[config.mk]
export PLATFORM = sky130hd
export DESIGN_NAME = sdram_mode_decoder
export DESIGN_NICKNAME = d
export VERILOG_FILES = /design/src/rtl/mrs_pkg.sv /design/src/rtl/mrs_cmd_decode.sv /design/src/rtl/mrs_field_check.sv /design/src/rtl/mrs_busy_timer.sv /design/src/rtl/sdram_mode_decoder.sv
export SDC_FILE = /design/constraint.sdc
export NUM_CORES = 1
export LEC_CHECK = 0
export BUFFER_PORTS_ARGS = -buffer_cell sky130_fd_sc_hd__buf_4
export CORE_MARGIN = 3
export CORE_UTILIZATION = 49
export CTS_CLUSTER_DIAMETER = 60
export DETAILED_ROUTE_END_ITERATION = 8
export PLACE_DENSITY = 0.83
export SKIP_CTS_REPAIR_TIMING = 1
export SLEW_MARGIN = 20
export SYNTH_ARGS = -nofsm -noshare
export SYNTH_HDL_FRONTEND = slang
export SYNTH_SLANG_ARGS = --single-unit
[constraint.sdc]
create_clock -name clk -period 3.3 [get_ports clk]
set_input_delay 0.165 -clock clk [delete_from_list [all_inputs] [get_ports clk]]
set_output_delay 0.165 -clock clk [all_outputs]
set_load 0.01 [all_outputs]
[src/rtl/mrs_pkg.sv]
// Shared types for the mode register decoder.
// Assumes a 12-bit mode word with fields at fixed positions.
package mrs_pkg;
    localparam int MODE_W = 12;

    typedef struct packed {
        logic [3:0] burst_len;
        logic       interleave;
        logic [3:0] cas_half;
    } mode_fields_t;
endpackage

[src/rtl/mrs_cmd_decode.sv]
// Classifies the command pins for one cycle.
// Assumes active-low pins; a NOP is cs low with ras, cas and we high.
module mrs_cmd_decode (
    input  logic cs_n,
    input  logic ras_n,
    input  logic cas_n,
    input  logic we_n,
    input  logic bank_sel,
    output logic load_main,
    output logic load_ext,
    output logic any_cmd
);
    logic mode_cmd;

    // Decode mode write and any non-NOP command.
    always_comb begin
        mode_cmd  = !cs_n && !ras_n && !cas_n && !we_n;
        load_main = mode_cmd && !bank_sel;
        load_ext  = mode_cmd && bank_sel;
        any_cmd   = !cs_n && !(ras_n && cas_n && we_n);
    end
endmodule

[src/rtl/mrs_field_check.sv]
// Decodes the main mode word and judges its legality.
// Assumes bits 2:0 burst length, 3 order, 6:4 latency, 7 test, 8 DLL,
// and that every bit from 9 upward is reserved.
module mrs_field_check #(
    parameter int WORD_W = 12
) (
    input  logic [WORD_W-1:0]         word,
    input  logic                      bank_hi,
    output mrs_pkg::mode_fields_t     fields,
    output logic                      dll_req,
    output logic                      legal
);
    localparam int RSV_LSB = 9;

    logic bl_ok, cl_ok, rsv_ok;

    // Map burst-length and latency codes, flag undefined codes.
    always_comb begin
        fields.interleave = word[3];
        dll_req           = word[8];
        case (word[2:0])
            3'd1:    begin fields.burst_len = 4'd2; bl_ok = 1'b1; end
            3'd2:    begin fields.burst_len = 4'd4; bl_ok = 1'b1; end
            3'd3:    begin fields.burst_len = 4'd8; bl_ok = 1'b1; end
            default: begin fields.burst_len = 4'd0; bl_ok = 1'b0; end
        endcase
        case (word[6:4])
            3'd3:    begin fields.cas_half = 4'd6; cl_ok = 1'b1; end
            3'd6:    begin fields.cas_half = 4'd5; cl_ok = 1'b1; end
            default: begin fields.cas_half = 4'd0; cl_ok = 1'b0; end
        endcase
        rsv_ok = !word[7] && (word[WORD_W-1:RSV_LSB] == '0) && !bank_hi;
        legal  = bl_ok && cl_ok && rsv_ok;
    end
endmodule

[src/rtl/mrs_busy_timer.sv]
// Holds busy for a fixed number of cycles after a start pulse.
// Assumes start is never raised while busy.
module mrs_busy_timer #(
    parameter int HOLD_CYCLES = 2
) (
    input  logic clk,
    input  logic rst_n,
    input  logic start,
    output logic busy
);
    localparam int CNT_W = $clog2(HOLD_CYCLES + 1);

    logic [CNT_W-1:0] remain_q;

    // Load on start, count down to zero otherwise.
    always_ff @(posedge clk) begin
        if (!rst_n)
            remain_q <= '0;
        else if (start)
            remain_q <= CNT_W'(HOLD_CYCLES);
        else if (remain_q != '0)
            remain_q <= remain_q - 1'b1;
    end

    assign busy = (remain_q != '0);
endmodule

[src/rtl/sdram_mode_decoder.sv]
// Watches the command bus, validates mode writes and keeps the decoded
// mode. Assumes inputs are synchronous to clk; rejected writes change nothing.
module sdram_mode_decoder #(
    parameter int WORD_W      = mrs_pkg::MODE_W,
    parameter int HOLD_CYCLES = 2
) (
    input  logic              clk,
    input  logic              rst_n,
    input  logic              cs_n,
    input  logic              ras_n,
    input  logic              cas_n,
    input  logic              we_n,
    input  logic [1:0]        ba,
    input  logic [WORD_W-1:0] addr,
    input  logic              cke,
    input  logic              banks_idle,
    output logic [3:0]        burst_len,
    output logic              burst_interleave,
    output logic [3:0]        cas_half,
    output logic              mode_valid,
    output logic [WORD_W-1:0] ext_mode,
    output logic              dll_reset_pulse,
    output logic              mode_err,
    output logic              busy
);
    import mrs_pkg::*;

    logic         load_main, load_ext, any_cmd;
    logic         legal, dll_req, allowed;
    logic         take_main, take_ext, err_d;
    mode_fields_t fields_new, fields_q;
    logic         valid_q, err_q, dll_q;
    logic [WORD_W-1:0] ext_q;

    mrs_cmd_decode u_cmd (
        .cs_n(cs_n), .ras_n(ras_n), .cas_n(cas_n), .we_n(we_n),
        .bank_sel(ba[0]), .load_main(load_main), .load_ext(load_ext),
        .any_cmd(any_cmd)
    );

    mrs_field_check #(.WORD_W(WORD_W)) u_fields (
        .word(addr), .bank_hi(ba[1]), .fields(fields_new),
        .dll_req(dll_req), .legal(legal)
    );

    mrs_busy_timer #(.HOLD_CYCLES(HOLD_CYCLES)) u_busy (
        .clk(clk), .rst_n(rst_n), .start(take_main || take_ext), .busy(busy)
    );

    // Decide acceptance and error for the sampled command.
    always_comb begin
        allowed   = banks_idle && cke && !busy;
        take_main = load_main && allowed && legal;
        take_ext  = load_ext && allowed;
        err_d     = (busy && any_cmd)
                  || (load_main && !(allowed && legal))
                  || (load_ext && !allowed);
    end

    // Store accepted words and register the pulse outputs.
    always_ff @(posedge clk) begin
        if (!rst_n) begin
            fields_q <= '0;
            valid_q  <= 1'b0;
            ext_q    <= '0;
            err_q    <= 1'b0;
            dll_q    <= 1'b0;
        end else begin
            if (take_main) begin
                fields_q <= fields_new;
                valid_q  <= 1'b1;
            end
            if (take_ext)
                ext_q <= addr;
            err_q <= err_d;
            dll_q <= take_main && dll_req;
        end
    end

    assign burst_len        = fields_q.burst_len;
    assign burst_interleave = fields_q.interleave;
    assign cas_half         = fields_q.cas_half;
    assign mode_valid       = valid_q;
    assign ext_mode         = ext_q;
    assign mode_err         = err_q;
    assign dll_reset_pulse  = dll_q;
endmodule

# Word level (Yosys, flattened, before mapping)
# Cells that the tools add are included.
dict set report word_totals {
  out_inout_bits 25
  inputBits 22
  regBits 26
  word_cells 64
}
dict set report op_classes {
  n_reduce_logical 42
  n_mux 6
  add_sub_neg 1
  n_eq_ne 5
  bitwise 1
}
# operator n
set ops {}
lappend ops {{logical AND 1 bit} 22}
lappend ops {{one-hot mux 4 bit (3 select lines)} 1}
lappend ops {{logical NOT 1 bit} 11}
lappend ops {{equality test 3 x 2 -> 1 bit, second input constant} 3}
lappend ops {{one-hot mux 3 bit (2 select lines)} 1}
lappend ops {{two-way mux 2 bit} 2}
lappend ops {{nonzero test 2 bit} 2}
lappend ops {{OR reduction 2 bit} 2}
lappend ops {{equality test 3 x 1 -> 1 bit, second input constant} 1}
lappend ops {{equality test 3 bit, second input constant} 1}
lappend ops {{logical NOT 3 bit} 1}
lappend ops {{logical OR 1 bit} 3}
lappend ops {{OR reduction 3 bit} 1}
lappend ops {{two-way mux 1 bit} 2}
lappend ops {{subtractor 2 x 1 -> 2 bit, second input constant} 1}
lappend ops {{inverter 1 bit} 1}

# Longest topological paths before layout
dict set report depth {
  ltp_word 10
  mapped_depth 5
  ltp_nobuf 4
}

# By module
# Synthesis repeated with hierarchy kept, for this count alone.
dict set report hier_totals {
  cells_unflattened 130
  hier_area_um2 1153.6
}
# module area_per_inst_um2 instances cells_per_inst seq_area_each_um2
set modules_own_cells {}
lappend modules_own_cells {sdram_mode_decoder 942.2 1 104 480.5}
lappend modules_own_cells {mrs_field_check 115.1 1 16 0.0}
lappend modules_own_cells {mrs_busy_timer 70.1 1 6 40.0}
lappend modules_own_cells {mrs_cmd_decode 26.3 1 4 0.0}

# Least setup slack after synthesis
# Ideal clock, no wire load.
dict set report synth_path {
  path_kind {register to register}
  start {register u_busy.remain_q[1]}
  end {register fields_q, in the netlist burst_len[3]}
  required_time_ns 3.228
  period_less_slack_ns 1.358
  path_buffers 1
  arrival_ns 1.287
  setup_slack_ns 1.942
  setup_ns 0.072
  stages_incl_launch_ff 6
  path_cell_list {dfxtp_1 > nor4bb_4 > and3b_2 > and2_4 > buf_8 > mux2i_1}
}
dict set report synth_between {
  elab_chain_cells 5
}
# element line_no
set synth_lines {}
lappend synth_lines {{start, declared} mrs_busy_timer.sv:13} ;# logic [CNT_W-1:0] remain_q;
lappend synth_lines {{start signal, assigned} mrs_busy_timer.sv:20} ;# remain_q <= CNT_W'(HOLD_CYCLES);
lappend synth_lines {{start signal, assigned} mrs_busy_timer.sv:22} ;# remain_q <= remain_q - 1'b1;
lappend synth_lines {{nonzero test 2 bit} mrs_busy_timer.sv:25} ;# assign busy = (remain_q != '0);
lappend synth_lines {{logical NOT 1 bit} sdram_mode_decoder.sv:52} ;# allowed = banks_idle && cke && !busy;
lappend synth_lines {{logical AND 1 bit} sdram_mode_decoder.sv:52}
lappend synth_lines {{logical AND 1 bit (2 in series)} sdram_mode_decoder.sv:53} ;# take_main = load_main && allowed && legal;
lappend synth_lines {{end signal, assigned} sdram_mode_decoder.sv:70} ;# fields_q <= fields_new;
lappend synth_lines {{end, declared} sdram_mode_decoder.sv:31} ;# mode_fields_t fields_new, fields_q;
# No other way between the ends.
# A chain may end at the register's enable or synchronous reset.

# Worst setup path in the final report
dict set report layout_path {
  start {register u_busy.remain_q[1]}
  end {register ext_q[10], in the netlist ext_mode[10]}
}
dict set report layout_between {
  elab_chain_cells 4
}
# element line_no
set layout_lines {}
lappend layout_lines {{nonzero test 2 bit} mrs_busy_timer.sv:25}
lappend layout_lines {{logical NOT 1 bit} sdram_mode_decoder.sv:52}
lappend layout_lines {{logical AND 1 bit} sdram_mode_decoder.sv:52}
lappend layout_lines {{logical AND 1 bit} sdram_mode_decoder.sv:54} ;# take_ext = load_ext && allowed;
lappend layout_lines {{end signal, assigned} sdram_mode_decoder.sv:74} ;# ext_q <= addr;
lappend layout_lines {{end, declared} sdram_mode_decoder.sv:33} ;# logic [WORD_W-1:0] ext_q;
# No other way between the ends.

==> key figures <==
Outcome
  – Status: finished clean

Logic synthesis
  – Synth Warn #: 0
  – Number of synthesized register bits: 24
  – Top_reg_cell synth: dfxtp_1
  – Top cell type by total area after synthesis: dfxtp_1
  – Dominant cells by area after synthesis: dfxtp_1, mux2i_1, nor2b_1, nand2_1, nand4b_1
  – Number of enable flip-flop cells after synthesis: 0
  – Synthesized area: between 1000 and 1500 µm²
  – Async S/R FF share, synth: 0
  – Post-synthesis cell count: 97
  – Sequential-to-total area share from yosys stat: 0.459
  – Synthesized area per cell: 10.8 µm²
  – Post-synth top area share: 0.459
  – Distinct cells, synth: 27

STA
  – Clock Skew: 0.292 ps
  – Min Clock Period, post-route: 1630 ps
  – Final Max Slew Viols: 0
  – Setup ws final: between 1500 and 2000 ps
  – Final setup violation count: 0
  – Fmax: 615 MHz
  – RSZ-0062 raised after global routing: false
  – Setup TNS: 0 ps
  – Fin. Hold Viols: 0
  – Final worst path period share: 0.493
  – Worst hold slack: 81.3 ps

Floorplanning
  – Chip width: approximately 52 µm
  – FP Rows: 16
  – Core Area: 2000 µm²
  – Die height: between 50 and 60 µm
  – Top Ports: 47
  – Die area: 2730 µm²
  – Starting Density: 0.523

Routing
  – Total number of vias: 841
  – Drt pass-1 iters: 4
  – Total wire length: 2270 µm
  – # DRC: 0
  – DR WL/cell: 13.7 µm
  – Detailed-route vias per instance: 5.07
  – Routed Antenna Nets: 0
  – Initial DRC Count: 12

Power and ir drop
  – Int Power: 440 µW
  – Logic pwr share: 0.084
  – Pwr Total: between 500 and 600 µW
  – Clock share of power: 0.384
  – Sw Share: 0.196
  – Pwr Density: 385 nW/µm²
  – Seq pwr share: 0.532
  – Maximum vdd drop: 316 µV
  – Sw Pwr: 107 µW
  – Leak Pwr: about 0.7 nW

Worst hold path
  – Worst hold-check path type: in2reg

Place
  – Post-detail-place hpwl: approximately 1800 µm
  – Port bufs: 44
  – Dpl cells: 162
  – Placed inst area: ~1400 µm²
  – GPL Wtd Cong: 0.737
  – Pre-CTS setup slack: between 1500 and 2000 ps

CTS
  – Clock Sinks: 24
  – Htree depth: 1
  – CTS max path bufs: 2
  – Root Driver: clkbuf_4
  – CTS clock-pin slew for the worst setup and hold paths: 130 ps
  – Num CTS Buffers: 3
  – CTS tree: yes
  – Worst-Skew Late Latency: 310 ps

Setup path
  – Worst setup SP type: flip-flop
  – Req. time, crit path: 3510 ps
  – R2r setup slk: 1670 ps
  – CP Max Fanout: 13
  – CP Capture Type: flip-flop
  – Critical Setup Path Class: reg2reg
  – CP arrival: about 1800 ps

Final layout
  – Final Cell Area: 1420 µm²
  – Share of cells above drive strength 1: 0.388
  – Most frequent cells in the layout: buf_4, dfxtp_1, mux2i_1, nor2b_1, nand2_1
  – Final Core Density: 0.709
  – Antenna Cells: 0
  – Area grow syn2layout: 35.5%
  – Most common cell after layout, fill and taps aside: buf_4
  – # nets final: 162
  – Finished Layout Cells: approximately 170

Global route
  – Grt total ovfl: 0
  – GR Util All Layers: 0.178
  – Vias in the first global route: about 850
  – Initial antenna violation count: 0
  – Global-route wire length before repair: 3610 µm
  – Largest net degree at the start of global routing: 31

Job
  – Max-capacitance violation count: 0
per-layer routing:
metal / global-route usage / wire length [µm] / up-vias
met4: 0.0936 / 0 / 0
met5: 0 / 0 / -
met1: 0.208 / 940 / 401
met2: 0.314 / 1240 / 19
met3: 0.0199 / 88 / 0
li1: - / - / 421
cell type report:
class / instances / area, µm²
fillers: 157 / 583
repair buffers: 44 / 330
multi-input cells: 66 / 518
flip-flops and latches: 24 / 480
well taps: 27 / 33.8
inverters: 1 / 3.75
clock buffers: 3 / 22.5
clock inverters: 1 / 30.0
synth_stat cells, types with 2 or more instances:
cell type	instances
nand2_1	9
buf_4	3
clkbuf_1	3
nand4b_1	3
and3b_2	2
o21ai_0	3
nand3_1	2
mux2i_1	16
dfxtp_1	24
nor2b_1	12
o21a_1	3
nor4bb_1	2
power by group through the flow:
| stage | Clock, mW | Sequential, mW | Combinational, mW |
|---|---|---|---|
| 6_report | 0.210 | 0.291 | 0.0459 |
| 5_1_grt | 0.229 | 0.291 | 0.0500 |
| 4_1_cts | 0.215 | 0.291 | 0.0460 |
| 3_5_place_dp | 0 | 0.297 | 0.0458 |
| 3_3_place_gp | 0 | 0.297 | 0.0451 |
| 2_1_floorplan | 0 | 0.298 | 0.0182 |
sequential cells by signal, indices dropped and copies added, names as in the netlist:
register          flops
cas_half              3
dll_reset_pulse       1
burst_interleave      1
ext_mode             12
u_busy.remain_q       2
mode_err              1
mode_valid            1
burst_len             3
critical path: stages (launching register included):
cell and delay [ps]:
dfxtp_1 370, nor4bb_4 350, nand3_2 430, mux2i_1 310, nor2b_1 70
kinds of logic after synthesis:
kind of cell              Yosys count  synth area share
and+or+nand+nor                    38             0.262
DFF                                24             0.459
buffers and inverters               8            0.0502
other                               1           0.00358
xor gates and xnor gates            1           0.00836
muxes                              16             0.153
AOI/OAI and AO/OA                   9            0.0645
worst paths after layout:
kind / end / start / cells after the start
max: ext_mode[10] / u_busy.remain_q[1] / 4
min: dll_reset_pulse / addr[8] / 2
max reg2reg: ext_mode[10] / u_busy.remain_q[1] / 4
min reg2reg: burst_len[3] / burst_len[3] / 2
Note: power is estimated with default switching activity, not from simulation.
